$ cat src/rtl/audio_irq_pkg.sv
package audio_irq_pkg;
  localparam int NUM_SRC = 8;
  localparam int FRAME_SRC = NUM_SRC - 1;
  localparam int FIELD_LSB = 16;

  localparam logic [7:0] OFS_CTRL  = 8'h00;
  localparam logic [7:0] OFS_COUNT = 8'h40;
  localparam logic [7:0] OFS_MATCH = 8'h50;

  typedef struct packed {
    logic               wrCtrl;
    logic               wrMatch;
    logic [NUM_SRC-1:0] enNew;
    logic [NUM_SRC-1:0] clrMask;
  } ctrlStrobe_t;
endpackage

$ cat src/rtl/audio_irq_regif.sv
module audio_irq_regif
  import audio_irq_pkg::*;
#(
  parameter int ADDR_W = 8,
  parameter int CNT_W  = 32
) (
  input  logic [ADDR_W-1:0]  regAddr,
  input  logic               regWrEn,
  input  logic [31:0]        regWrData,
  input  logic [NUM_SRC-1:0] enState,
  input  logic [NUM_SRC-1:0] pendState,
  input  logic [CNT_W-1:0]   cntState,
  input  logic [CNT_W-1:0]   matchState,
  output ctrlStrobe_t        strb,
  output logic [31:0]        regRdData
);
  logic hitCtrl, hitCount, hitMatch;
  logic [31:0] ctrlWord;

  assign hitCtrl  = (regAddr == ADDR_W'(OFS_CTRL));
  assign hitCount = (regAddr == ADDR_W'(OFS_COUNT));
  assign hitMatch = (regAddr == ADDR_W'(OFS_MATCH));

  always_comb begin
    ctrlWord = '0;
    for (int s = 0; s < NUM_SRC; s++) begin
      ctrlWord[FIELD_LSB + 2*s + 1] = enState[s];
      ctrlWord[FIELD_LSB + 2*s]     = pendState[s];
    end
  end

  generate
    for (genvar s = 0; s < NUM_SRC; s++) begin : g_split
      assign strb.enNew[s]   = regWrData[FIELD_LSB + 2*s + 1];
      assign strb.clrMask[s] = regWrData[FIELD_LSB + 2*s];
    end
  endgenerate

  assign strb.wrCtrl  = regWrEn && hitCtrl;
  assign strb.wrMatch = regWrEn && hitMatch;

  always_comb begin
    regRdData = '0;
    if (hitCtrl)       regRdData = ctrlWord;
    else if (hitCount) regRdData = 32'(cntState);
    else if (hitMatch) regRdData = 32'(matchState);
  end
endmodule

$ cat src/rtl/audio_irq_core.sv
module audio_irq_core
  import audio_irq_pkg::*;
#(
  parameter int CNT_W = 32
) (
  input  logic               clk,
  input  logic               rstN,
  input  ctrlStrobe_t        strb,
  input  logic [CNT_W-1:0]   matchWrData,
  input  logic               frameStrobe,
  input  logic [NUM_SRC-2:0] eventPulse,
  output logic [NUM_SRC-1:0] enState,
  output logic [NUM_SRC-1:0] pendState,
  output logic [CNT_W-1:0]   cntState,
  output logic [CNT_W-1:0]   matchState,
  output logic               irqOut
);
  logic [CNT_W-1:0]   cntNext;
  logic               frameHit;
  logic [NUM_SRC-1:0] setVec;
  logic [NUM_SRC-1:0] clrVec;

  assign cntNext  = CNT_W'(cntState + 1'b1);
  assign frameHit = frameStrobe && (cntNext == matchState);
  assign setVec   = {frameHit, eventPulse};
  assign clrVec   = strb.wrCtrl ? strb.clrMask : '0;

  always_ff @(posedge clk or negedge rstN) begin
    if (!rstN) begin
      enState    <= '0;
      pendState  <= '0;
      cntState   <= '0;
      matchState <= '0;
    end else begin
      if (strb.wrCtrl)  enState <= strb.enNew;
      pendState <= (pendState & ~clrVec) | setVec;
      if (frameStrobe)  cntState <= cntNext;
      if (strb.wrMatch) matchState <= matchWrData;
    end
  end

  assign irqOut = |(enState & pendState);

  AST_PEND_STICKY: assert property (@(posedge clk) disable iff (!rstN)
    !strb.wrCtrl |=> ((pendState & $past(pendState)) == $past(pendState)));
  AST_EVT_SETS: assert property (@(posedge clk) disable iff (!rstN)
    (eventPulse != '0) |=> ((pendState[NUM_SRC-2:0] & $past(eventPulse)) == $past(eventPulse)));
  AST_CNT_STEP: assert property (@(posedge clk) disable iff (!rstN)
    frameStrobe |=> (cntState == CNT_W'($past(cntState) + 1'b1)));
  AST_CNT_HOLD: assert property (@(posedge clk) disable iff (!rstN)
    !frameStrobe |=> $stable(cntState));
  AST_FRAME_FIRE: assert property (@(posedge clk) disable iff (!rstN)
    (frameStrobe && (CNT_W'(cntState + 1'b1) == matchState)) |=> pendState[FRAME_SRC]);
  AST_FRAME_QUIET: assert property (@(posedge clk) disable iff (!rstN)
    (!frameStrobe && !pendState[FRAME_SRC]) |=> !pendState[FRAME_SRC]);
endmodule

$ cat src/rtl/audio_irq_ctrl.sv
module audio_irq_ctrl
  import audio_irq_pkg::*;
#(
  parameter int ADDR_W = 8,
  parameter int CNT_W  = 32
) (
  input  logic              clk,
  input  logic              rstN,
  input  logic [ADDR_W-1:0] regAddr,
  input  logic              regWrEn,
  input  logic [31:0]       regWrData,
  output logic [31:0]       regRdData,
  input  logic              frameStrobe,
  input  logic [6:0]        eventPulse,
  output logic              irqOut
);
  ctrlStrobe_t        strb;
  logic [NUM_SRC-1:0] enState, pendState;
  logic [CNT_W-1:0]   cntState, matchState;

  audio_irq_regif #(.ADDR_W(ADDR_W), .CNT_W(CNT_W)) regif_i (
    .regAddr(regAddr), .regWrEn(regWrEn), .regWrData(regWrData),
    .enState(enState), .pendState(pendState), .cntState(cntState),
    .matchState(matchState), .strb(strb), .regRdData(regRdData)
  );

  audio_irq_core #(.CNT_W(CNT_W)) core_i (
    .clk(clk), .rstN(rstN), .strb(strb), .matchWrData(regWrData[CNT_W-1:0]),
    .frameStrobe(frameStrobe), .eventPulse(eventPulse),
    .enState(enState), .pendState(pendState), .cntState(cntState),
    .matchState(matchState), .irqOut(irqOut)
  );

  AST_IRQ_MASKED: assert property (@(posedge clk) disable iff (!rstN)
    (enState == '0) |-> !irqOut);
endmodule

$ cat config.mk
export PLATFORM = sky130hd
export DESIGN_NAME = audio_irq_ctrl
export DESIGN_NICKNAME = d
export VERILOG_FILES = /design/src/rtl/audio_irq_pkg.sv /design/src/rtl/audio_irq_regif.sv /design/src/rtl/audio_irq_core.sv /design/src/rtl/audio_irq_ctrl.sv
export SDC_FILE = /design/constraint.sdc
export NUM_CORES = 1
export LEC_CHECK = 0
export CAP_MARGIN = 20
export CORE_MARGIN = 5
export CORE_UTILIZATION = 49
export DETAILED_ROUTE_END_ITERATION = 16
export PLACE_DENSITY_LB_ADDON = 0.15
export SETUP_SLACK_MARGIN = 0.02
export SYNTH_ARGS = -nofsm -noshare
export SYNTH_HDL_FRONTEND = slang
export SYNTH_SLANG_ARGS = --single-unit
$ cat constraint.sdc
create_clock -name clk -period 3.1 [get_ports clk]
set_input_delay 0.93 -clock clk [delete_from_list [all_inputs] [get_ports clk]]
set_output_delay 0.93 -clock clk [all_outputs]
set_load 0.01 [all_outputs]
==> metrics.md <==
| Metric | Value |
|---|---|
| Status | `complete, no violations` |
| Worst slack at placement | `-0.605 ns` |
| Seq cells post-synth | `80` |
| Share of the synthesized area in the top cell type | `39.3%` |
| Fillcell total | `876` |
| Clock transition at the registers of the reported paths | `0.09 ns` |
| Final Skew | `0.00955 ns` |
| Post-Synth Simple-Gate Area | `19.3%` |
| Hold Crit Class | `reg2reg` |
| Initial Util | `49.8%` |
| Synth Area in Compound Gates | `7.68%` |
| Worst Tran Pin Value | `0.582 ns` |
| Io pins | `84` |
| Initial antenna violation count | `0` |
| Rows | `37` |
| Syn nets | `577` |
| Pleak | `2.85 nW` |
| Post-synthesis xor/xnor area fraction | `12.7%` |
| Critical path arrival | `2.09 ns` |
| Core box area | `0.0102 mm2` |
| Setup Buffers After CTS | `0` |
| Post-synth EDFFs | `0` |
| Crit path launch type | `primary input` |
| WL met3 | `661 um` |
| Max Cap Violations | `0` |
| Cell area after placement | `0.00608 mm2` |
| # nets final | `654` |
| Prevailing post-synth register cell | `dfrtp_1` |
| Final Util | `62.7%` |
| Post-synth ARST share | `100%` |
| Die ar. | `0.0125 mm2` |
| Tcrit/Tclk final | `97.4%` |
| Hpwl dp | `9.58 mm` |
| Vias post-DR | `4146` |
| Vias in the first global route | `4310` |
| Sequential area share after synthesis | `39.3%` |
| Top sig layer | `met4` |
| Drt wl/cell | `18.3 um` |
| IO buf count | `83` |
| Largest net degree at the start of global routing | `45` |
| Pre-antenna DRT Iters | `4` |
| DRT iter0 DRCs | `186` |
| H-tree levels | `3` |
| Cell variety after synth | `58` |
| Final slew viol count | `0` |
| CP Data Required Time | `2.17 ns` |
| CP Max Fanout | `17` |
| Post-route ant nets | `0` |
| Post-Route WL | `13.6 mm` |
| CP Class | `in2out` |
| Synthesis warning total | `0` |
| Hold buffers post-CTS | `0` |
| Slew Limit Headroom | `60.9%` |
| Layout area overhead | `25.9%` |
| Final hold violation count | `0` |
| RSZ-0062 raised after global routing | `no` |
| Final Setup Violations | `0` |
| Gr ovfl total | `0` |
| Root buffer cell | `clkbuf_8` |
| Worst setup margin | `0.0812 ns` |
| Yosys top cell by area | `dfrtp_1` |
| Mapped cell area | `0.00510 mm2` |
| Synth Area in Adders | `0.245%` |
| Worst skew pair latency | `0.36 ns` |
| Max Clk Rate | `331 MHz` |
| Crit. End Element | `output port` |
| Number of diodes | `0` |
| CTS buffer count | `9` |
| Commonest cells post-synth | `dfrtp_1, nor2_1, xnor2_1` |
| Synth area leaders | `dfrtp_1, mux2_2, xnor2_1` |
| Mux cell area share after synthesis | `15.5%` |
| DRC Markers | `0` |
| Total track usage | `21.8%` |
| Peak supply drop | `0.000255 V` |
| Met2 wire length | `6.46 mm` |
| Mapped Cells | `525` |
| Post-Syn Area per Cell | `9.71 um2` |
| Post-Route Setup TNS | `0 ns` |
| Vias/cell | `5.58` |
| Routability cong. | `0.906` |
| Chip height | `112 um` |
| Largest family of logic cells by synthesized area | `simple AND/OR/NAND/NOR gates` |
| M1 WL | `6.25 mm` |
| Fin crit period | `3.02 ns` |
| Overall Power | `2.63 mW` |
| Layout cell share with drive strength beyond 1 | `20.3%` |
| Worst-case clock buffer depth | `2` |
| Fin area | `0.00642 mm2` |
| Count leader, synth | `dfrtp_1` |
| Clock sinks | `80` |
| First-pass GRT wire length | `22.1 mm` |
| PwrDens | `410 mW/mm2` |
| Die X | `112 um` |
| CTS tree | `done` |
==> cell usage in the layout (no fill, tap or decap), types with 14 or more instances in the layout <==
cell type / count
xnor2_1: 47
nand3_1: 20
nand4_1: 23
a21oi_1: 19
nand2_1: 32
mux2_2: 41
clkdlybuf4s50_1: 42
nor2_1: 60
xor2_1: 27
buf_4: 14
dfrtp_1: 80
mux2i_1: 32
==> what timing repair did <==
action | CTS | global route
resized for setup | 110 | 25
cloned | 2 | 1
pin swaps | 14 | 5
endpoints found under the setup margin | 32 | 32
==> routing by layer <==
layer | GRT usage, % | up-vias
li1 | - | 1988
met4 | 6.41 | 0
met5 | 0 | -
met1 | 29.8 | 2012
met3 | 3.70 | 22
met2 | 35.6 | 124
==> report_power, final <==
group / leakage [nW] / internal (mW) / switching, mW
registers: 1.05 / 1.11 / 0.134
clock network: 0.106 / 0.475 / 0.395
logic: 1.70 / 0.276 / 0.242
total: 2.85 / 1.86 / 0.770
==> kinds of logic after synthesis <==
group | after synthesis
xor gates and xnor gates | 74
muxes | 74
DFF | 80
adders and majority gates | 1
AOI/OAI and AO/OA | 55
and+or+nand+nor | 190
buffers and inverters | 51
==> path summary, 6_finish.rpt <==
path / startpoint / slack (ns) / endpoint / cells past startpoint
worst max-delay path: regAddr[5] / 0.08 / regRdData[26] / 6
worst min-delay path: core_i.pendState[6]$_DFF_PN0_ / 0.52 / core_i.pendState[6]$_DFF_PN0_ / 1
worst max register to register: core_i.cntState[0]$_DFFE_PN0P_ / 0.41 / core_i.pendState[7]$_DFF_PN0_ / 8
worst min register to register: core_i.pendState[6]$_DFF_PN0_ / 0.52 / core_i.pendState[6]$_DFF_PN0_ / 1
max in group asynchronous: rstN / 1.94 / core_i.cntState[24]$_DFFE_PN0P_ / 2
min in group asynchronous: rstN / 0.53 / core_i.matchState[4]$_DFFE_PN0P_ / 1
==> sequential cells by signal (all words and copies together) (netlist names) <==
signal	cells
core_i.pendState	8
core_i.cntState	32
core_i.enState	8
core_i.matchState	32
==> final cells by class <==
class	count	area, um2	area share, %
sequential	80	2000	31.2
timing repair buffer	105	1070	16.6
clock buffer	11	141	2.20
clock inverter	5	80.1	1.25
tap	136	170	2.65
multi-input combinational	394	2910	45.4
inverter	12	45.0	0.702
==> stage by stage <==
| stage | hold WS, ns | std cells |
|---|---|---|
| 6_report | 0.522 | 743 |
| 5_1_grt | 0.545 | 743 |
| 4_1_cts | 0.526 | 742 |
| 3_5_place_dp | 0.505 | 724 |
| 3_3_place_gp | 0.502 | 724 |
| 2_1_floorplan | 0.471 | 525 |
==> critical path: stages <==
cell           delay (ns)
dlygate4sd2_1        0.23
nor4_1               0.22
nand2_1              0.13
buf_6                0.18
nor2_1               0.12
dlygate4sd2_1        0.28
(Power assumes the default switching activity.)
